$ cat src/rtl/cfg_blkwr_pkg.sv
package cfg_blkwr_pkg;

    // Position of the frame parser within one transaction.
    typedef enum logic [2:0] {
        FR_IDLE,
        FR_ADDR,
        FR_CMD,
        FR_COUNT,
        FR_DATA
    } frame_st_e;

    // Synchronized line state and the events derived from it.
    typedef struct packed {
        logic scl_rise;
        logic scl_fall;
        logic start;
        logic stop;
        logic sda;
    } line_evt_t;

    // One received byte, valid for a single cycle.
    typedef struct packed {
        logic       valid;
        logic [7:0] data;
    } byte_evt_t;

    // Address byte that carries a write request to the given address.
    function automatic logic [7:0] write_addr_byte(input logic [6:0] a);
        return {a, 1'b0};
    endfunction

    // A count is legal when it is nonzero and no larger than the store.
    function automatic logic count_ok(input logic [7:0] c, input int unsigned lim);
        return (c != 8'd0) && ({24'd0, c} <= lim);
    endfunction

endpackage

$ cat src/rtl/bw_line_sync.sv
module bw_line_sync
    import cfg_blkwr_pkg::*;
#(
    parameter int STAGES = 2
) (
    input  logic      clk,
    input  logic      rst,
    input  logic      scl_i,
    input  logic      sda_i,
    output line_evt_t evt_o
);

    logic [1:0] raw;
    logic [1:0] cur;
    logic [1:0] prv;

    assign raw = {sda_i, scl_i};

    // Index 0 carries SCL and index 1 carries SDA. Both lines reset to the idle-high level.
    for (genvar g = 0; g < 2; g++) begin : g_line
        logic [STAGES-1:0] chain;
        logic              last;

        always_ff @(posedge clk) begin
            if (rst) begin
                chain <= '1;
                last  <= 1'b1;
            end else begin
                chain <= {chain[STAGES-2:0], raw[g]};
                last  <= chain[STAGES-1];
            end
        end

        assign cur[g] = chain[STAGES-1];
        assign prv[g] = last;
    end

    always_comb begin
        evt_o.scl_rise = cur[0] & ~prv[0];
        evt_o.scl_fall = ~cur[0] & prv[0];
        evt_o.start    = cur[0] & prv[0] & prv[1] & ~cur[1];
        evt_o.stop     = cur[0] & prv[0] & ~prv[1] & cur[1];
        evt_o.sda      = cur[1];
    end

endmodule

$ cat src/rtl/bw_bit_engine.sv
module bw_bit_engine
    import cfg_blkwr_pkg::*;
(
    input  logic      clk,
    input  logic      rst,
    input  line_evt_t evt_i,
    input  logic      ack_go_i,
    output byte_evt_t byte_o,
    output logic      sda_oe_n
);

    logic       active;
    logic       in_ack;
    logic       ack_q;
    logic [3:0] bit_cnt;
    logic [7:0] shreg;
    logic       take_bit;
    logic       byte_done;

    assign take_bit  = active & evt_i.scl_rise & ~in_ack & (bit_cnt < 4'd8);
    assign byte_done = take_bit & (bit_cnt == 4'd7);

    always_comb begin
        byte_o.valid = byte_done;
        byte_o.data  = {shreg[6:0], evt_i.sda};
    end

    always_ff @(posedge clk) begin
        if (rst) begin
            active   <= 1'b0;
            in_ack   <= 1'b0;
            ack_q    <= 1'b0;
            bit_cnt  <= 4'd0;
            shreg    <= 8'd0;
            sda_oe_n <= 1'b1;
        end else if (evt_i.start) begin
            active   <= 1'b1;
            in_ack   <= 1'b0;
            bit_cnt  <= 4'd0;
            sda_oe_n <= 1'b1;
        end else if (evt_i.stop) begin
            active   <= 1'b0;
            in_ack   <= 1'b0;
            bit_cnt  <= 4'd0;
            sda_oe_n <= 1'b1;
        end else if (active) begin
            if (take_bit) begin
                shreg   <= {shreg[6:0], evt_i.sda};
                bit_cnt <= bit_cnt + 4'd1;
            end
            if (byte_done) begin
                ack_q <= ack_go_i;
            end
            if (evt_i.scl_fall) begin
                if (in_ack) begin
                    in_ack   <= 1'b0;
                    bit_cnt  <= 4'd0;
                    sda_oe_n <= 1'b1;
                    if (!ack_q) begin
                        active <= 1'b0;
                    end
                end else if (bit_cnt == 4'd8) begin
                    in_ack   <= 1'b1;
                    sda_oe_n <= ~ack_q;
                end
            end
        end
    end

endmodule

$ cat src/rtl/bw_frame_ctrl.sv
module bw_frame_ctrl
    import cfg_blkwr_pkg::*;
#(
    parameter logic [6:0] DEV_ADDR  = 7'b1101001,
    parameter int          MAX_COUNT = 32
) (
    input  logic                             clk,
    input  logic                             rst,
    input  logic                             start_i,
    input  logic                             stop_i,
    input  byte_evt_t                        byte_i,
    output logic                             ack_go_o,
    output logic [MAX_COUNT*8-1:0]           regs_o,
    output logic                             idle_o,
    output logic [$clog2(MAX_COUNT+1)-1:0]   wr_ptr_o
);

    localparam int PTR_W = $clog2(MAX_COUNT + 1);

    frame_st_e          state;
    frame_st_e          nxt;
    logic [PTR_W-1:0]   wr_ptr;
    logic [PTR_W-1:0]   remain;
    logic               cnt_load;
    logic               wr_en;
    logic               wr_fire;

    always_comb begin
        nxt      = state;
        ack_go_o = 1'b0;
        cnt_load = 1'b0;
        wr_en    = 1'b0;
        unique case (state)
            FR_ADDR: begin
                if (byte_i.data == write_addr_byte(DEV_ADDR)) begin
                    ack_go_o = 1'b1;
                    nxt      = FR_CMD;
                end else begin
                    nxt = FR_IDLE;
                end
            end
            FR_CMD: begin
                ack_go_o = 1'b1;
                nxt      = FR_COUNT;
            end
            FR_COUNT: begin
                if (count_ok(byte_i.data, MAX_COUNT)) begin
                    ack_go_o = 1'b1;
                    cnt_load = 1'b1;
                    nxt      = FR_DATA;
                end else begin
                    nxt = FR_IDLE;
                end
            end
            FR_DATA: begin
                if ((remain != '0) && (wr_ptr < PTR_W'(MAX_COUNT))) begin
                    ack_go_o = 1'b1;
                    wr_en    = 1'b1;
                end else begin
                    nxt = FR_IDLE;
                end
            end
            default: begin
                nxt = FR_IDLE;
            end
        endcase
    end

    assign wr_fire = byte_i.valid & wr_en;

    always_ff @(posedge clk) begin
        if (rst) begin
            state  <= FR_IDLE;
            wr_ptr <= '0;
            remain <= '0;
        end else if (start_i) begin
            state <= FR_ADDR;
        end else if (stop_i) begin
            state <= FR_IDLE;
        end else if (byte_i.valid) begin
            state <= nxt;
            if (cnt_load) begin
                wr_ptr <= '0;
                remain <= PTR_W'(byte_i.data);
            end
            if (wr_en) begin
                wr_ptr <= wr_ptr + 1'b1;
                remain <= remain - 1'b1;
            end
        end
    end

    // One holding register per configuration byte, loaded only when the pointer selects it.
    for (genvar g = 0; g < MAX_COUNT; g++) begin : g_store
        logic [7:0] q;

        always_ff @(posedge clk) begin
            if (rst) begin
                q <= 8'd0;
            end else if (wr_fire && (wr_ptr == PTR_W'(g))) begin
                q <= byte_i.data;
            end
        end

        assign regs_o[g*8 +: 8] = q;
    end

    assign idle_o   = (state == FR_IDLE);
    assign wr_ptr_o = wr_ptr;

endmodule

$ cat src/rtl/cfg_blkwr_slave.sv
module cfg_blkwr_slave
    import cfg_blkwr_pkg::*;
#(
    parameter logic [6:0] DEV_ADDR    = 7'b1101001,
    parameter int          MAX_COUNT   = 32,
    parameter int          SYNC_STAGES = 2
) (
    input  logic                   clk,
    input  logic                   rst,
    input  logic                   scl_i,
    input  logic                   sda_i,
    output logic                   sda_oe_n,
    output logic [MAX_COUNT*8-1:0] cfg_regs
);

    localparam int PTR_W = $clog2(MAX_COUNT + 1);

    line_evt_t        evt;
    byte_evt_t        rx_byte;
    logic             ack_go;
    logic             in_idle;
    logic [PTR_W-1:0] wr_ptr;

    bw_line_sync #(
        .STAGES (SYNC_STAGES)
    ) u_sync (
        .clk   (clk),
        .rst   (rst),
        .scl_i (scl_i),
        .sda_i (sda_i),
        .evt_o (evt)
    );

    bw_bit_engine u_bits (
        .clk      (clk),
        .rst      (rst),
        .evt_i    (evt),
        .ack_go_i (ack_go),
        .byte_o   (rx_byte),
        .sda_oe_n (sda_oe_n)
    );

    bw_frame_ctrl #(
        .DEV_ADDR  (DEV_ADDR),
        .MAX_COUNT (MAX_COUNT)
    ) u_frame (
        .clk      (clk),
        .rst      (rst),
        .start_i  (evt.start),
        .stop_i   (evt.stop),
        .byte_i   (rx_byte),
        .ack_go_o (ack_go),
        .regs_o   (cfg_regs),
        .idle_o   (in_idle),
        .wr_ptr_o (wr_ptr)
    );

endmodule

$ cat config.mk
export PLATFORM = sky130hd
export DESIGN_NAME = cfg_blkwr_slave
export DESIGN_NICKNAME = d
export VERILOG_FILES = /design/src/rtl/cfg_blkwr_pkg.sv /design/src/rtl/bw_line_sync.sv /design/src/rtl/bw_bit_engine.sv /design/src/rtl/bw_frame_ctrl.sv /design/src/rtl/cfg_blkwr_slave.sv
export SDC_FILE = /design/constraint.sdc
export NUM_CORES = 1
export LEC_CHECK = 0
export ABC_CLOCK_PERIOD_IN_PS = 8400
export BUFFER_PORTS_ARGS = -buffer_cell sky130_fd_sc_hd__buf_2
export CORE_MARGIN = 2
export CORE_UTILIZATION = 58
export CTS_CLUSTER_SIZE = 24
export DETAILED_ROUTE_END_ITERATION = 10
export GPL_ROUTABILITY_DRIVEN = 0
export GPL_TIMING_DRIVEN = 0
export PLACE_DENSITY = 0.93
export SYNTH_ARGS = -nofsm -noshare
export SYNTH_HDL_FRONTEND = slang
export SYNTH_HIERARCHICAL = 1
export SYNTH_SLANG_ARGS = --single-unit
$ cat constraint.sdc
create_clock -name clk -period 8.4 [get_ports clk]
set_input_delay 0 -clock clk [delete_from_list [all_inputs] [get_ports clk]]
set_output_delay 0 -clock clk [all_outputs]
set_load 0.02 [all_outputs]
# Word level (Yosys, flattened, before mapping)
# Cells that the tools add are included.
[word_totals]
inputBits = 4
regBits = 292
output_inout_bits = 257
word_cells = 190
[classes]
bitwise = 20
mux = 30
order_cmp = 3
eq_ne = 40
n_reduce_logical = 48
addsub = 3
[op_table]
columns = ["operator", "n"]
rows = [
  ["$eq 6x5->1 const B", 16],
  ["$eq 6x4->1 const B", 8],
  ["$logic_and 1x1->1", 34],
  ["$eq 6x3->1 const B", 4],
  ["$mux 6", 4],
  ["$mux 1", 18],
  ["$and 1x1->1", 12],
  ["$eq 6x2->1 const B", 2],
  ["$mux 4", 3],
  ["$pmux 3 s4", 1],
  ["$reduce_and 4->1", 3],
  ["$eq 8x8->1 const B", 1],
  ["$le 8x6->1 const B", 1],
  ["$not 1->1", 8],
  ["$reduce_bool 8->1", 1],
  ["$add 6x1->6 const B", 1],
  ["$eq 3x2->1 const B", 2],
  ["$eq 6x1->1 const B", 1],
  ["$logic_not 6->1", 1],
  ["$lt 6x6->1 const B", 1],
  ["$mux 3", 2],
  ["$reduce_and 2->1", 3],
  ["$reduce_bool 6->1", 1],
  ["$sub 6x1->6 const B", 1],
  ["14 further kinds", 15],
]

# Longest topological paths before layout
[depth]
ltp_word = 9
mapped_depth = 11

# By module
# Netlist, hierarchy kept.
[by_module_without_submodules]
columns = ["mod", "cells_each", "instances", "area_each_um2"]
rows = [
  ["bw_frame_ctrl", 1010, 1, 10284.9],
  ["bw_bit_engine", 83, 1, 704.4],
  ["bw_line_sync", 17, 1, 197.7],
]

# Worst setup path after synthesis
# OpenSTA, ideal clock, no wires.
[synth_timing]
path_kind = "register to register"
from = "register u_sync.g_line[0].chain[1]"
to = "register u_frame.remain[5]"
setup_slack_ns = 5.562
setup_ns = 0.070
stages_incl_launch_ff = 12
arrival_time_ns = 2.767
path_buffers = 3
cell_sequence = "dfxtp_1 nor2b_1 and4bb_2 buf_2 and3_1 buf_4 or3b_2 buf_1 a211oi_1 nand3_1 o32a_1 a21oi_1"
[synth_lines]
columns = ["element", "line_no", "rtl"]
rows = [
  ["from (decl)", "bw_line_sync.sv:21", "logic [STAGES-1:0] chain;"],
  ["from (signal assigned)", "bw_line_sync.sv:29", "chain <= {chain[STAGES-2:0], raw[g]};"],
  ["to (signal assigned)", "bw_frame_ctrl.sv:84", "remain <= PTR_W'(byte_i.data);"],
  ["to (signal assigned)", "bw_frame_ctrl.sv:88", "remain <= remain - 1'b1;"],
  ["to (decl)", "bw_frame_ctrl.sv:23", "logic [PTR_W-1:0] remain;"],
]

==> flow_summary.json <==
{
  "worst_slack_ns": 4.952,
  "vias": 9296,
  "cts.sinks": 292,
  "n_fill_cell": 1273,
  "core.rowCount": 50,
  "wl_per_cell_um": 18.72,
  "path_max_fanout": 10,
  "via_per_inst": 5.517,
  "clock_skew_ns": 0.02106,
  "critical_path_class": "reg -> reg",
  "area_growth_pct": 23.60,
  "syn_inst": 1109,
  "path_clk_slew_ns": 0.06,
  "die_area_um2": 20410,
  "drc_errors": 0,
  "hpwl_um": 21490,
  "grt_pass1_wl_um": 48760,
  "mostFrequentLayoutCells": "dfxtp_1, nor2_1, buf_2",
  "fin_nets": 1417,
  "rr_worst_depth": 11,
  "max_stage_delay_ns": 0.66,
  "fin_crit_ns": 3.448,
  "final_hold_viol_count": 0,
  "cp.arrival_ns": 3.87,
  "ys.warnings.count": 6,
  "fp.dieH_um": 142.9,
  "h-tree-depth": 1,
  "crit_required_ns": 8.82,
  "final_util_pct": 73.40,
  "port_buffers": 260,
  "tightest_slew_ns": 0.9239,
  "netlist_area_um2": 11180,
  "grtUsageTotal_pct": 30.16,
  "slew_viol_final": 0,
  "critPathSlowestCell": "nor2_2",
  "cts_max_path_buffers": 3,
  "fmax_mhz": 290.0,
  "cts_root_buf": "clkbuf_16",
  "hold_class": "in -> reg",
  "antenna_cells": 0,
  "cap_violations": 0,
  "synth_fp_nets": 1121,
  "syn_area_per_cell_um2": 10.08,
  "min_path_cells": 3,
  "ir_drop_mv": 0.2019,
  "maxSlewHeadroom_pct": 37.54,
  "drive_gt1_share_pct": 25.40,
  "fin_crit_sh_pct": 41.05,
  "wirelength_um": 31540,
  "die_x_um": 142.9,
  "cp-end-kind": "flop",
  "r2r_setup_slack_ns": 4.95,
  "cts_buffers": 29,
  "clock_latency_ns": 0.55,
  "status": "complete, no violations",
  "drtPass1Iterations": 7,
  "grt_antenna_before_repair": 0,
  "powerDensity_nw_per_um2": 198.4,
  "initial_core_util_pct": 59.38,
  "grt_max_degree": 15,
  "grt.overflow.total": 0,
  "p_leak_nw": 6.044,
  "cts_tree": "built",
  "cp-start-kind": "flop",
  "layout_commonest_cell": "dfxtp_1",
  "first_global_vias": 9244,
  "ios": 261,
  "rsz0062_at_grt": "no",
  "cp_cell_sequence": "nor2b_1, and4bb_2, buf_2, and3_1, buf_4, and2_1, buf_1, nand2_1, nor2_2, mux2i_1, nor2_1",
  "finalSetupTns_ns": 0,
  "finalSetupViolCount": 0,
  "core_um2": 18830,
  "first_iter_violations": 733,
  "drtAntennaViolNets": 0,
  "dp_slack_ns": 5.054
}
-- registers in the layout (all words and copies together), names as in the netlist --
register / cells
u_frame/state: 3
u_bits/sda_oe_n: 1
u_sync/g_line.chain: 4
u_bits/active: 1
u_bits/in_ack: 1
u_bits/bit_cnt: 4
u_bits/shreg: 7
u_sync/g_line.last: 2
u_frame/remain: 6
u_frame/wr_ptr_o: 6
u_frame/g_store.q: 256
u_bits/ack_q: 1
-- path summary, 6_finish.rpt --
check                                             from                               endpoint
hold reg to reg   u_sync/g_line[1].chain[0]$_SDFF_PP1_   u_sync/g_line[1].chain[1]$_SDFF_PP1_
hold / removal                                     rst       u_sync/g_line[0].last$_SDFF_PP1_
setup / recovery  u_sync/g_line[0].chain[1]$_SDFF_PP1_  u_frame/g_store[30].q[2]$_SDFFE_PP0P_
setup reg to reg  u_sync/g_line[0].chain[1]$_SDFF_PP1_  u_frame/g_store[30].q[2]$_SDFFE_PP0P_
-- layout make-up --
class	count	area, um2	share of cell area (%)
timing repair buffer	265	1351	9.777
clock buffer	43	868.3	6.283
tap	260	325.3	2.354
sequential	292	5846	42.30
clock inverter	8	93.84	0.6790
inverter	13	48.80	0.3531
multi-input combinational	725	4943	35.77
buffer	79	344.1	2.490
-- power by group --
part / total [W] / switching [W] / internal, W
logic: 0.0000531 / 0.0000402 / 0.0000129
registers: 0.00139 / 0.00000271 / 0.00139
clock network: 0.00130 / 0.000529 / 0.000771
total: 0.00274 / 0.000572 / 0.00217
-- stage by stage --
step	power [W]	instances	cell area, um2	hold WS (ns)
2_1_floorplan	0.001454	1109	11180	0.09714
3_3_place_gp	0.001469	1629	12810	0.1833
3_5_place_dp	0.001470	1629	12810	0.1901
4_1_cts	0.002747	1685	13820	0.3018
5_1_grt	0.002814	1685	13820	0.3412
6_report	0.002743	1685	13820	0.3233
-- repair_timing --
action / CTS / global route
resized for setup: 0 / 0
hold buffers: 5 / 0
setup buffers: 0 / 0
setup endpoints to repair: 0 / 0
hold endpoints to repair: 10 / 0
-- routing by layer --
layer	vias up	routed length, um	GRT usage [%]
met2	446	15000	51.42
met4	0	1393	13.34
met3	109	2607	6.774
met5	-	0	0
met1	4426	12540	36.59
li1	4315	-	-
-- worst max-delay path: cells and delay by family (launching register included) --
kind	cells	cell delay (ns)
AND/OR/NAND/NOR	7	1.82
multiplexers	1	0.33
buffers and inverters	3	0.79
flip-flops	1	0.37
Note: power is estimated with default switching activity, not from simulation.
